### config.mk
export PLATFORM = sky130hd
export DESIGN_NAME = irq_prio_ctrl
export DESIGN_NICKNAME = d
export VERILOG_FILES = /design/src/rtl/irq_pkg.sv /design/src/rtl/irq_sec_group.sv /design/src/rtl/irq_prim_bank.sv /design/src/rtl/irq_pick.sv /design/src/rtl/irq_entry_seq.sv /design/src/rtl/irq_prio_ctrl.sv
export SDC_FILE = /design/constraint.sdc
export NUM_CORES = 1
export LEC_CHECK = 0
export BUFFER_PORTS_ARGS = -buffer_cell sky130_fd_sc_hd__buf_4
export CAP_MARGIN = 10
export CORE_MARGIN = 4
export CORE_UTILIZATION = 49
export CTS_BUF_LIST = sky130_fd_sc_hd__clkbuf_4
export DETAILED_ROUTE_END_ITERATION = 6
export PLACE_DENSITY = 0.78
export SLEW_MARGIN = 25
export SYNTH_ARGS = -nofsm -noshare
export SYNTH_HDL_FRONTEND = slang
export SYNTH_HIERARCHICAL = 1
export SYNTH_SLANG_ARGS = --single-unit
### constraint.sdc
create_clock -name clk -period 1.6 [get_ports clk]
set_input_delay 0.08 -clock clk [delete_from_list [all_inputs] [get_ports clk]]
set_output_delay 0.08 -clock clk [all_outputs]
set_load 0.03 [all_outputs]
### src/rtl/irq_pkg.sv
`timescale 1ns/1ps
package irq_pkg;
  localparam int NPRI     = 5;
  localparam int NSEC     = 3;
  localparam int DW       = 8;
  localparam int AW       = 2;
  localparam int MIE_BIT  = 7;
  localparam int T1_POS   = 2;

  typedef enum logic [AW-1:0] {
    RA_PFLAG = 2'd0,
    RA_PEN   = 2'd1,
    RA_SFLAG = 2'd2,
    RA_SEN   = 2'd3
  } reg_addr_e;

  typedef enum logic {
    SQ_IDLE = 1'b0,
    SQ_WAIT = 1'b1
  } seq_state_e;
endpackage

### src/rtl/irq_sec_group.sv
`timescale 1ns/1ps
module irq_sec_group #(
  parameter int N = 3
) (
  input  logic         clk,
  input  logic         rst_n,
  input  logic [N-1:0] evt,
  input  logic         wr_flag,
  input  logic         wr_en,
  input  logic [N-1:0] wdata,
  output logic [N-1:0] flags,
  output logic [N-1:0] ens,
  output logic         mf_set
);
  for (genvar g = 0; g < N; g++) begin : g_bit
    always_ff @(posedge clk) begin
      if (!rst_n) begin
        flags[g] <= 1'b0;
        ens[g]   <= 1'b0;
      end else begin
        if (wr_flag) flags[g] <= wdata[g];
        if (evt[g])  flags[g] <= 1'b1;   // event beats software
        if (wr_en)   ens[g]   <= wdata[g];
      end
    end
  end

  assign mf_set = |(evt & ens);

  // without a software write, no secondary flag ever drops
  p_sec_kept_r8: assert property (@(posedge clk) disable iff (!rst_n)
    !wr_flag |=> ((flags & $past(flags)) == $past(flags)));

  // each event leaves its own flag set
  p_sec_latch_r7: assert property (@(posedge clk) disable iff (!rst_n)
    (evt != '0) |=> ((flags & $past(evt)) == $past(evt)));
endmodule

### src/rtl/irq_prim_bank.sv
`timescale 1ns/1ps
module irq_prim_bank #(
  parameter int N      = 5,
  parameter bit HAS_T1 = 1'b1,
  parameter int T1_BIT = 2
) (
  input  logic         clk,
  input  logic         rst_n,
  input  logic [N-1:0] hw_set,
  input  logic         wr_flag,
  input  logic         wr_en,
  input  logic [N-1:0] wdata,
  input  logic [N-1:0] clr,
  output logic [N-1:0] flags,
  output logic [N-1:0] ens
);
  localparam logic [N-1:0] T1_MASK = N'(1) << T1_BIT;
  localparam logic [N-1:0] KEEP    = HAS_T1 ? {N{1'b1}} : ~T1_MASK;

  for (genvar g = 0; g < N; g++) begin : g_src
    if (KEEP[g]) begin : g_impl
      always_ff @(posedge clk) begin
        if (!rst_n) begin
          flags[g] <= 1'b0;
          ens[g]   <= 1'b0;
        end else begin
          if (wr_flag)   flags[g] <= wdata[g];
          if (clr[g])    flags[g] <= 1'b0;
          if (hw_set[g]) flags[g] <= 1'b1;  // hardware set wins
          if (wr_en)     ens[g]   <= wdata[g];
        end
      end
    end else begin : g_absent
      assign flags[g] = 1'b0;
      assign ens[g]   = 1'b0;
    end
  end

  // a hardware set always leaves the flag high
  p_hw_wins_r10: assert property (@(posedge clk) disable iff (!rst_n)
    ((hw_set & KEEP) != '0) |=> ((flags & $past(hw_set & KEEP)) == $past(hw_set & KEEP)));

  // the serviced flag is cleared unless re-raised in that cycle
  p_entry_clear_r5: assert property (@(posedge clk) disable iff (!rst_n)
    ((clr & ~hw_set) != '0) |=> ((flags & $past(clr & ~hw_set)) == '0));
endmodule

### src/rtl/irq_pick.sv
`timescale 1ns/1ps
module irq_pick #(
  parameter int N = 5
) (
  input  logic [N-1:0] req,
  output logic [N-1:0] win,
  output logic         any
);
  for (genvar g = 0; g < N; g++) begin : g_pri
    if (g == 0) begin : g_top
      assign win[g] = req[g];
    end else begin : g_low
      assign win[g] = req[g] & ~(|req[g-1:0]);
    end
  end
  assign any = |req;
endmodule

### src/rtl/irq_entry_seq.sv
`timescale 1ns/1ps
module irq_entry_seq #(
  parameter int N         = 5,
  parameter int LAT_SHORT = 2,
  parameter int LAT_LONG  = 3
) (
  input  logic         clk,
  input  logic         rst_n,
  input  logic         pend_any,
  input  logic [N-1:0] pend_win,
  input  logic         long_instr,
  output logic         accept,
  output logic         vec_req,
  output logic [N-1:0] vec_idx
);
  import irq_pkg::*;

  localparam int CW = $clog2(LAT_LONG + 1);
  localparam logic [CW-1:0] TGT_S = CW'(LAT_SHORT);
  localparam logic [CW-1:0] TGT_L = CW'(LAT_LONG);

  seq_state_e     state;
  logic [CW-1:0]  cnt;
  logic [N-1:0]   win_q;
  logic           long_q;
  logic [CW-1:0]  target;

  assign target  = long_q ? TGT_L : TGT_S;
  assign accept  = (state == SQ_IDLE) && pend_any;
  assign vec_req = (state == SQ_WAIT) && (cnt == target);
  assign vec_idx = vec_req ? win_q : '0;

  always_ff @(posedge clk) begin
    if (!rst_n) begin
      state  <= SQ_IDLE;
      cnt    <= '0;
      win_q  <= '0;
      long_q <= 1'b0;
    end else if (accept) begin
      state  <= SQ_WAIT;
      cnt    <= CW'(1);
      win_q  <= pend_win;
      long_q <= long_instr;
    end else if (vec_req) begin
      state  <= SQ_IDLE;
      cnt    <= '0;
    end else if (state == SQ_WAIT) begin
      cnt    <= cnt + CW'(1);
    end
  end

  // never a strobe right after acceptance
  p_no_early_r4: assert property (@(posedge clk) disable iff (!rst_n)
    accept |=> !vec_req);

  // a strobe is only produced from a request that was waiting
  p_strobe_waits_r4: assert property (@(posedge clk) disable iff (!rst_n)
    vec_req |-> $past(state == SQ_WAIT));

  // the latched winner is a single source
  p_win_onehot_r3: assert property (@(posedge clk) disable iff (!rst_n)
    accept |-> ($countones(pend_win) == 1));
endmodule

### src/rtl/irq_prio_ctrl.sv
`timescale 1ns/1ps
module irq_prio_ctrl #(
  parameter bit HAS_T1    = 1'b1,
  parameter int LAT_SHORT = 2,
  parameter int LAT_LONG  = 3
) (
  input  logic       clk,
  input  logic       rst_n,
  input  logic       ext_evt,
  input  logic       tmr0_evt,
  input  logic       tmr1_evt,
  input  logic       tbase_evt,
  input  logic [2:0] sec_evt,
  input  logic       core_long,
  input  logic       core_reti,
  input  logic       reg_wr,
  input  logic [1:0] reg_addr,
  input  logic [7:0] reg_wdata,
  output logic [7:0] reg_rdata,
  output logic       vec_req,
  output logic [4:0] vec_idx
);
  import irq_pkg::*;

  logic [NPRI-1:0] pflag, pen, hw_set, pend, win;
  logic [NSEC-1:0] sflag, sen;
  logic            mf_set, pend_any, accept, mie;
  logic            wr_pf, wr_pe, wr_sf, wr_se;
  logic            wdata_unused;

  assign wr_pf = reg_wr && (reg_addr == RA_PFLAG);
  assign wr_pe = reg_wr && (reg_addr == RA_PEN);
  assign wr_sf = reg_wr && (reg_addr == RA_SFLAG);
  assign wr_se = reg_wr && (reg_addr == RA_SEN);
  assign wdata_unused = ^reg_wdata[MIE_BIT-1:NPRI];

  irq_sec_group #(.N(NSEC)) u_sec (
    .clk(clk), .rst_n(rst_n), .evt(sec_evt),
    .wr_flag(wr_sf), .wr_en(wr_se), .wdata(reg_wdata[NSEC-1:0]),
    .flags(sflag), .ens(sen), .mf_set(mf_set)
  );

  assign hw_set = {mf_set, tbase_evt, tmr1_evt, tmr0_evt, ext_evt};

  irq_prim_bank #(.N(NPRI), .HAS_T1(HAS_T1), .T1_BIT(T1_POS)) u_prim (
    .clk(clk), .rst_n(rst_n), .hw_set(hw_set),
    .wr_flag(wr_pf), .wr_en(wr_pe), .wdata(reg_wdata[NPRI-1:0]),
    .clr(vec_idx), .flags(pflag), .ens(pen)
  );

  assign pend = pflag & pen & {NPRI{mie}};

  irq_pick #(.N(NPRI)) u_pick (.req(pend), .win(win), .any(pend_any));

  irq_entry_seq #(.N(NPRI), .LAT_SHORT(LAT_SHORT), .LAT_LONG(LAT_LONG)) u_seq (
    .clk(clk), .rst_n(rst_n), .pend_any(pend_any), .pend_win(win),
    .long_instr(core_long), .accept(accept), .vec_req(vec_req), .vec_idx(vec_idx)
  );

  always_ff @(posedge clk) begin
    if (!rst_n) begin
      mie <= 1'b0;
    end else begin
      if (wr_pe)     mie <= reg_wdata[MIE_BIT];
      if (vec_req)   mie <= 1'b0;
      if (core_reti) mie <= 1'b1;
    end
  end

  always_comb begin
    reg_rdata = '0;
    unique case (reg_addr)
      RA_PFLAG: reg_rdata[NPRI-1:0] = pflag;
      RA_PEN: begin
        reg_rdata[NPRI-1:0] = pen;
        reg_rdata[MIE_BIT]  = mie;
      end
      RA_SFLAG: reg_rdata[NSEC-1:0] = sflag;
      RA_SEN:   reg_rdata[NSEC-1:0] = sen;
      default:  reg_rdata = '0;
    endcase
  end

  // a strobe names exactly one source
  p_vec_onehot_r3: assert property (@(posedge clk) disable iff (!rst_n)
    vec_req |-> ($countones(vec_idx) == 1));

  // acceptance needs the master enable and an enabled flag
  p_gate_r2: assert property (@(posedge clk) disable iff (!rst_n)
    accept |-> (mie && ((pflag & pen) != '0)));

  // entry drops the master enable
  p_entry_mie_r5: assert property (@(posedge clk) disable iff (!rst_n)
    (vec_req && !core_reti) |=> !mie);

  // return re-arms the master enable
  p_reti_arm_r6: assert property (@(posedge clk) disable iff (!rst_n)
    core_reti |=> mie);
endmodule

**Word level (Yosys, flattened, before mapping)**

Index checks and enable logic that the tools add are counted.

- Output and inout bits: 14
- Bits of input ports: 22
- Logic and storage cells: 98
- Register bits after elaboration: 26

- Bitwise gates (word level): 13
- Reductions and logical operators: 24
- Mux-type cells: 34
- Eq/ne operators: 4
- $add $sub $neg: 1

Operator list:

| kind | number |
|---|---|
| 1-bit 2-to-1 mux | 31 |
| 3-bit nonzero test | 7 |
| 3-bit one-hot mux with 4 select lines | 1 |
| 5-bit AND | 2 |
| 3-bit OR reduction | 3 |
| 2-bit nonzero test | 4 |
| 1-bit logical AND | 6 |
| 1-bit inverter | 6 |
| 5-bit 2-to-1 mux | 1 |
| 5-bit OR reduction | 1 |
| 1-bit AND | 4 |
| 2-bit equality test (second input constant) | 2 |
| 2-bit one-hot mux with 2 select lines | 1 |
| 4-bit OR reduction | 1 |
| 3-bit AND | 1 |
| 2-bit by 1-bit adder with 2-bit output (second input constant) | 1 |
| 2-bit by 1-bit equality test with 1-bit output (second input constant) | 1 |
| 2-bit equality test | 1 |
| 2-bit zero test | 1 |
| 2-bit OR reduction | 1 |

**Depth between registers and ports, before layout**

Gate-level depths: netlist of the first run.

- Depth in word-level cells: 6
- Gate-level depth with buffers: 7
- Gate-level depth less buffers: 6

**By module**

The synthesis of the first run kept the hierarchy.

Modules (own cells, without submodules):

| module | cells an instance | area each (µm²) | times used | seq. area each (µm²) |
|---|---|---|---|---|
| irq_prim_bank | 43 | 432.9 | 1 | 200.2 |
| irq_entry_seq | 42 | 420.4 | 1 | 180.2 |
| irq_prio_ctrl | 28 | 265.3 | 1 | 20.0 |
| irq_sec_group | 20 | 239.0 | 1 | 120.1 |
| irq_pick | 7 | 55.1 | 1 | 0.0 |

**Worst setup path after synthesis of the first run**

OpenSTA, ideal clock, no wires.

- Kind: reg2reg
- Start: register u_prim.flags[1]
- End: register u_seq.long_q
- Slack: 119 ps
- Library setup time: 116 ps
- Required time: 1484 ps
- Arrival time: 1365 ps
- Clock period less this slack: 1481 ps
- Buffers on the path: 1
- Stages on the path, launching flop included: 8
- Path through: dfxtp_1 > and3_1 > nor4_2 > nand2b_1 > nor2b_1 > buf_2 > mux2i_1 > nor2b_1

- Word-level cells in the longest chain between the ends: 4

Ends and longest elaborated chain:

| item | line | RTL |
|---|---|---|
| start: declaration | irq_prim_bank.sv:14 | `output logic [N-1:0] flags,` |
| start signal: indexed assignment | irq_prim_bank.sv:27 | `if (wr_flag) flags[g] <= wdata[g];` |
| 5-bit AND (2 in series) | irq_prio_ctrl.sv:51 | `assign pend = pflag & pen & {NPRI{mie}};` |
| named net pend[1] | irq_prio_ctrl.sv:25 | `logic [NPRI-1:0] pflag, pen, hw_set, pend, win;` |
| 5-bit OR reduction | irq_pick.sv:16 | `assign any = \|req;` |
| named net pend_any | irq_prio_ctrl.sv:27 | `logic mf_set, pend_any, accept, mie;` |
| 1-bit logical AND | irq_entry_seq.sv:29 | `assign accept = (state == SQ_IDLE) && pend_any;` |
| named net accept | irq_prio_ctrl.sv:27 |  |
| end signal: assignment | irq_entry_seq.sv:43 | `long_q <= long_instr;` |
| end: declaration | irq_entry_seq.sv:25 | `logic long_q;` |

The timed path passes the listed nets, and every way through them passes these cells.
A chain may end at the register's enable or synchronous reset.

**Worst setup path after layout of the first run**

- Start: register u_prim.flags[1]
- End: register u_seq.cnt[0]

- Word-level cells in the longest chain between the ends: 5
- Elaborated cells between the ends (all ways): 6
- Those cells by class: mux: 1; bitwise: 2; reduce/logical: 3

Ends and longest elaborated chain:

| item | line | RTL |
|---|---|---|
| 5-bit AND (*) (2 in series) | irq_prio_ctrl.sv:51 |  |
| named net pend[1] | irq_prio_ctrl.sv:25 |  |
| 5-bit OR reduction (*) | irq_pick.sv:16 |  |
| named net pend_any | irq_prio_ctrl.sv:27 |  |
| 1-bit logical AND (*) | irq_entry_seq.sv:29 |  |
| 3-bit nonzero test (no line) / 1-bit 2-to-1 mux (equally long branches) | n/a |  |
| end signal: assignment | irq_entry_seq.sv:48 | `cnt <= cnt + CW'(1);` |
| end: declaration | irq_entry_seq.sv:23 | `logic [CW-1:0] cnt;` |

Mark *: on every way through the listed nets, which the timed path passes. The rest lies on a longest branch.

==> results of run 1 <==
## final timing paths
path                   startpoint  depth (start not counted)             end  slack, ns
hold / removal       reg_wdata[3]                          3   u_prim/ens[3]       0.03
setup reg to reg  u_prim/flags[1]                          7    u_seq/cnt[0]       0.09
hold reg to reg    u_seq/win_q[4]                          2  u_seq/win_q[4]       0.53
setup / recovery  u_prim/flags[1]                          7    u_seq/cnt[0]       0.09
## routing by layer
layer / global-route usage / vias to the layer above / wire length, µm
li1: - / 573 / -
met1: 0.190 / 552 / 1320
met2: 0.317 / 24 / 1620
met3: 0.0496 / 2 / 155
met4: 0.0273 / 0 / 14
met5: 0 / - / 0
## timing repair
item / in CTS / in global routing
gates resized for setup: 4 / 15
hold buffers: 9 / 0
setup endpoints to repair: 11 / 15
buffers inserted: 0 / 2
endpoints found under the hold margin: 9 / 0
pin swaps: 0 / 2
## logic make-up (layout without fill, tap and decap cells)
group,count (synthesis),count (layout),share of synthesized area
and+or+nand+nor,61,61,0.271
muxes,27,27,0.229
DFF,26,26,0.368
AOI/OAI and AO/OA,13,13,0.0611
buffers and inverters,11,54,0.0620
other,1,2,0.00265
xor gates and xnor gates,1,1,0.00620
## through the flow
step | hold slack (ns) | util | std cells | cell area [µm²] | setup WS [ns]
after floorplan | 0.195 | - | 141 | 1420 | 0.119
after global placement | 0.280 | 0.601 | 200 | 1660 | -0.0516
after detailed placement | 0.288 | 0.601 | 200 | 1660 | -0.158
after CTS | 0.00923 | 0.655 | 213 | 1810 | 0.00764
after global routing | 0.0213 | 0.672 | 215 | 1850 | -0.0159
final | 0.0279 | 0.672 | 215 | 1850 | 0.0853
## worst register-to-register path, stage by stage, from the launching register on
cell and delay [ns]:
dfxtp_2 0.35, and3_1 0.19, nor4_2 0.29, nand2b_1 0.13, buf_4 0.16, nor2_1 0.08, o22ai_1 0.07, and2_1 0.15
## registers in the layout, summed over array words and instances (netlist names)
| name | count |
|---|---|
| mie | 1 |
| u_prim/ens | 5 |
| u_prim/flags | 5 |
| u_sec/ens | 3 |
| u_sec/flags | 3 |
| u_seq/cnt | 2 |
| u_seq/long_q | 1 |
| u_seq/state | 1 |
| u_seq/win_q | 5 |
## cells in the mapped netlist, drive strengths merged
| cell | number |
|---|---|
| nor4 | 1 |
| o311a | 1 |
| a21boi | 1 |
| and2 | 8 |
| conb | 1 |
| inv | 1 |
| nand3b | 1 |
| xnor2 | 1 |
| mux2i | 21 |
| dfxtp | 26 |
| and3 | 7 |
| and3b | 3 |
| nand2b | 8 |
| mux2 | 3 |
| nor2 | 5 |
| nand2 | 6 |
| buf | 10 |
| nor3b | 3 |
| o21ai | 6 |
| nor2b | 18 |
| mux4 | 3 |
| a222oi | 1 |
| o21a | 3 |
| o22ai | 1 |
| nor4b | 1 |
## where the power goes
part,switching [W],internal [W]
registers,0.0000258,0.000681
logic,0.000111,0.000137
clock network,0.000196,0.000253
## area by class of cell
cell class | instances | area (µm²)
clock buffer | 3 | 22.5
fill | 223 | 906
tap | 31 | 38.8
sequential | 26 | 528
inverter | 1 | 3.75
multi-input combinational | 104 | 823
clock inverter | 1 | 30.0
timing repair buffer | 49 | 405
==> flow_results.org, run 1 <==
** Status
- The flow ran to the end, and the final reports show no timing, DRC or antenna violations.

** Clock tree
- Number of sinks driven by the clock tree :: 26
- Clock tree from TritonCTS :: built
- The clock passes through at most 2 buffers.
- Num CTS Buffers :: 3
- Clock latency reported for the late side of the worst-skew pair :: 0.32 ns
- Master cell of the clock root buffer :: clkbuf_4
- Clock-pin slew was measured on the worst setup and hold paths at 0.14 ns.
- In this run the number of H-tree levels came out at 1.

** Yosys
- Yosys warning count :: 6
- Averaged over all synthesized cells, the footprint is 10.1 µm².
- The largest total area in the synthesized netlist belongs to dfxtp_1.
- By area the synthesized netlist is led by dfxtp_1 37%, mux2i_1 15%, nor2b_1 8.0%, mux4_1 5.6%, and2_1 3.5%.
- #FFs+latches synth :: 26
- Share of the synthesized area in the top cell type :: 0.368
- Cell area after synthesis :: 1410 µm²
- Of the synthesized area, sequential elements account for 0.368.
- The number of different library cells used by synthesis comes to 30.
- Synthesized instance count :: 140

** Timing
- Setup violations remaining at the end of the flow were counted as 0.
- The clock arrives with 0.00373 ns of skew.
- Post-route clock period utilization :: 0.947
- The hold violation total from the final report came to 0.
- The worst path needs 1.51 ns of the cycle, external delays included.
- Final Max Slew Viols :: 0
- Setup repair after global routing could not meet its margin everywhere.
- Fin Setup TNS :: 0 ns
- Static timing analysis puts the maximum clock frequency at 660 MHz.

** Global routing
- Across every metal layer, demand over resource in global routing totals 0.169.
- The first global-routing pass estimated 4790 µm of wire.
- Antenna violations before repair :: 0
- The number of global-route vias before repair was 1093.
- Total grt overflow :: 0
- Largest net degree at the start of global routing :: 32

** Worst setup path
- Critical path capture point type :: register
- STA classifies the critical path startpoint as a register.
- Startpoint-to-endpoint class of the critical path :: register to register
- Cell type of the slowest stage on the worst timing path :: dfxtp_2
- Required @ worst endpoint :: 1.84 ns
- Worst Path Buf+Inv :: 1
- Critical Path Max Stage Delay :: 0.35 ns
- Biggest fanout along the worst timing path :: 2
- Broken down by cell family, the worst path's largest delay share belongs to simple AND/OR/NAND/NOR gates.
- Data on the critical path arrives at its endpoint at 1.75 ns.
- Chain of cells forming the critical path :: and3_1 -> nor4_2 -> nand2b_1 -> buf_4 -> nor2_1 -> o22ai_1 -> and2_1

** Routing
- Dividing the detail-routed wire length by the instance count gives 14.4 µm.
- The detailed router finished its first iteration with 59 violations.
- The detailed router placed 1151 vias in this run.
- Using the TritonRoute via totals, the vias-per-cell ratio works out to 5.35.
- Count of nets left with antenna violations after detail routing :: 0
- Remaining routing DRC violations :: 0
- For this block, the routed nets add up to 3110 µm of wire.
- The first detailed-routing pass took 4 iterations.

** Die
- After floorplanning, the core was divided into 19 placement rows.
- In this run the standard cell core region covers 2760 µm².
- Initial cell density of the core :: 0.512
- Height of the die :: 61.7 µm
- The floorplan step set the die width to 61.7 µm.
- Die outline area :: 3810 µm²
- In this run the count of I/O pins placed on the die edge is 36.

** Place
- The congestion estimate from routability-driven global placement came to 0.810.
- Half-perimeter wire length after detailed placement :: 2190 µm
- # port buffers :: 31

** Cells and area
- Antenna diode count :: 0
- Layout area overhead :: 31.1%
- In the layout the commonest cells are 36 x buf_4, 21 x mux2i_1, 20 x dfxtp_1.
- Proportion of layout cells with a drive suffix above 1 :: 0.326
- Most common library cell in the layout ignoring fill and taps :: buf_4
- Final nets :: 207

** Power and ir drop
- Leakage dissipation :: 0.794 nW
- Maximum resistive drop on vdd :: 0.000815 V
- Total power consumption of the routed design :: 0.00140 W
- Total power per unit cell area :: 758 nW/µm²

** Worst hold path
- The min-delay analysis places its worst path in the category input port to register.

** Flow run
- Max-cap violations in this run came to 0.
Note: power is estimated with default switching activity, not from simulation.
==> inputs of run 2 (changes only) <==
--- a/config.mk
+++ b/config.mk
@@ -12,6 +12,7 @@
 export CTS_BUF_LIST = sky130_fd_sc_hd__clkbuf_4
 export DETAILED_ROUTE_END_ITERATION = 6
 export PLACE_DENSITY = 0.78
+export RECOVER_POWER = 50
 export SLEW_MARGIN = 25
 export SYNTH_ARGS = -nofsm -noshare
 export SYNTH_HDL_FRONTEND = slang
==> run 2 against run 1 <==
  * First-iteration DRC count stayed put
  * Cell count stayed put
  * Hold slack hardly changed
  * Routed wire length is 0.39% lower
  * Critical path depth stayed put
  * Largest power group unchanged
  * Sequential power hardly changed
  * Final area is 0.20% lower
  * Die area stayed put
==> flow_results.org, run 2 (synthesis results as in run 1) <==
** Global routing
- The first global-routing pass estimated 4790 µm of wire.
- The initial antenna violation count is 0.
- Total grt overflow :: 0
- Across every metal layer, demand over resource in global routing totals 0.169.
- Vias in the first global route :: 1093
- Entering global routing, the biggest net connects 32 pins.

** Power and ir drop
- Maximum resistive drop on vdd :: 0.000815 V
- Reg power frac :: 0.504
- The analysis attributes to cell leakage a power of 0.790 nW.
- Total power consumption of the routed design :: 0.00140 W
- Of the total power, combinational logic draws 0.176.
- Internal power :: 0.00107 W
- Switching share of power :: 0.237
- Clock share of power :: 0.320
- The analysis attributes to net switching a power of 0.000332 W.
- Dividing total power by cell area gives a power density of 759 nW/µm².

** Routing
- In this run the remaining antenna-violating nets after routing total 0.
- Number of violations reported at the end of detailed-routing iteration 0 :: 59
- Routed vias :: 1146
- For this run, design rule violations remaining after detail routing come to 0.
- Via/cell ratio :: 5.33
- Post-Route WL :: 3090 µm
- Before antenna repair, the detailed router went through 4 iterations.
- Dividing the detail-routed wire length by the instance count gives 14.4 µm.

** Clock tree
- Clock-pin slew was measured on the worst setup and hold paths at 0.14 ns.
- Master cell of the clock root buffer :: clkbuf_4
- In this run the deepest clock path goes through 2 buffers.
- Number of sinks driven by the clock tree :: 26
- Clock latency on the worst-skew pair, taken at its later pin, is 0.32 ns.
- The number of clock buffers added by TritonCTS is 3.
- In this run the number of H-tree levels came out at 1.
- Clock tree from TritonCTS :: built

** Timing
- Worst setup skew after layout :: 0.00419 ns
- Final-report setup violation count :: 0
- Max frequency :: 660 MHz
- The total count of max-transition violations in the final report is 0.
- Setup repair after global routing missed its margin :: yes
- Post-route clock period utilization :: 0.947
- Hold Fails Final Rpt :: 0
- For the finished layout, the period the worst path requires is 1.51 ns.

** Worst setup path
- Chain of cells forming the critical path :: and3_1 -> nor4_2 -> nand2b_1 -> buf_4 -> nor2_1 -> o22ai_1 -> and2_1
- The worst setup path is of the register to register kind.
- For this run, the slowest stage of the critical path takes 0.35 ns.
- Data arrival time of the worst path :: 1.75 ns
- The worst setup path is launched from a register.
- Cell type of the slowest stage on the worst timing path :: dfxtp_2
- Data on the critical path is required at its endpoint by 1.84 ns.
- Biggest fanout along the worst timing path :: 2
- Critical path capture point type :: register

** Place
- Post-Place Cells :: 200
- Port buffering added 31 buffers.
- At the end of routability-driven placement, the weighted congestion stood at 0.810.
- Half-perimeter wire length after detailed placement :: 2190 µm

** Worst hold path
- The worst hold path belongs to the class input port to register.

** Cells and area
- The net count of the finished layout is 207.
- In the final layout, the registers with the most flip-flops are u_prim/ens (5), u_prim/flags (5), u_seq/win_q (5).
- Area occupied by multi-input gates :: 823 µm²
- Antenna diode count :: 0
- Counting the fill cells in the layout gives 225.
- Across the whole layout, storage elements account for 528 µm².
- Non-filler cells, final :: 215
- Proportion of layout cells with a drive suffix above 1 :: 0.321
- Layout area overhead :: 30.8%
- Most frequent cells in the layout :: 35 x buf_4, 21 x mux2i_1, 20 x dfxtp_1
- Most common library cell in the layout ignoring fill and taps :: buf_4

** Flow run
- Max-Cap Viols :: 0

** Die
- Overall die width :: 61.7 µm
- Core footprint :: 2760 µm²
- Placement row count :: 19
- The floorplan step set the die height to 61.7 µm.
- The die covers 3810 µm².
- The initial utilization of the core area, before any placement, comes to 0.512.
- During I/O placement, the number of pins put on the boundary was 36.

** Status
- Outcome :: finished, final reports clean
run 2: cell type report:
class                           instances  share of cell area
Clock inverter                          1              0.0162
Timing Repair Buffer                   49               0.217
Tap cell                               31              0.0210
Inverter                                1             0.00203
Sequential cell                        26               0.286
Multi-Input combinational cell        104               0.445
Clock buffer                            3              0.0122
run 2: worst paths after layout:
kind / startpoint / to / depth (start not counted) / slack [ns]
setup / recovery: u_prim/flags[1] / u_seq/cnt[0] / 7 / 0.09
hold / removal: reg_wdata[3] / u_prim/ens[3] / 3 / 0.03
setup reg to reg: u_prim/flags[1] / u_seq/cnt[0] / 7 / 0.09
hold reg to reg: u_seq/win_q[4] / u_seq/win_q[4] / 2 / 0.53
run 2: layer usage:
metal  GRT usage  wire length [µm]  vias to the layer above
li1            -                 -                      572
met1       0.190              1310                      548
met2       0.317              1620                       24
met3      0.0496               154                        2
met4      0.0273                14                        0
met5           0                 0                        -
run 2: stage by stage:
stage | utilization | hold slack [ns] | setup TNS, ns | cell area, µm² | worst slack, ns
floorplan | - | 0.195 | 0 | 1420 | 0.119
global placement | 0.601 | 0.280 | -0.248 | 1660 | -0.0516
detailed placement | 0.601 | 0.288 | -0.848 | 1660 | -0.158
CTS | 0.655 | 0.00923 | 0 | 1810 | 0.00764
global route | 0.670 | 0.0213 | -0.0328 | 1850 | -0.0159
finish | 0.670 | 0.0279 | 0 | 1850 | 0.0853
run 2: power by group through the flow:
stage	logic [W]	registers [W]	clock network [W]
2_1_floorplan	0.000146	0.000708	0
3_3_place_gp	0.000216	0.000714	0
3_5_place_dp	0.000221	0.000716	0
4_1_cts	0.000240	0.000703	0.000467
5_1_grt	0.000269	0.000710	0.000495
6_report	0.000246	0.000707	0.000449
run 2: what timing repair did:
| item | CTS | global route |
|---|---|---|
| endpoints found under the hold margin | 9 | 0 |
| pin swaps | 0 | 2 |
| cloned | 0 | 0 |
| setup buffers | 0 | 2 |
| hold buffers | 9 | 0 |
| setup endpoints to repair | 11 | 15 |
| gates resized for setup | 4 | 15 |
run 2: worst max-delay path, delay by kind of cell (launching register included):
family	cells	cell delay, ns
buffers and inverters	1	0.16
AO/OA/AOI/OAI	1	0.07
flip-flops	1	0.35
AND/OR/NAND/NOR	5	0.84
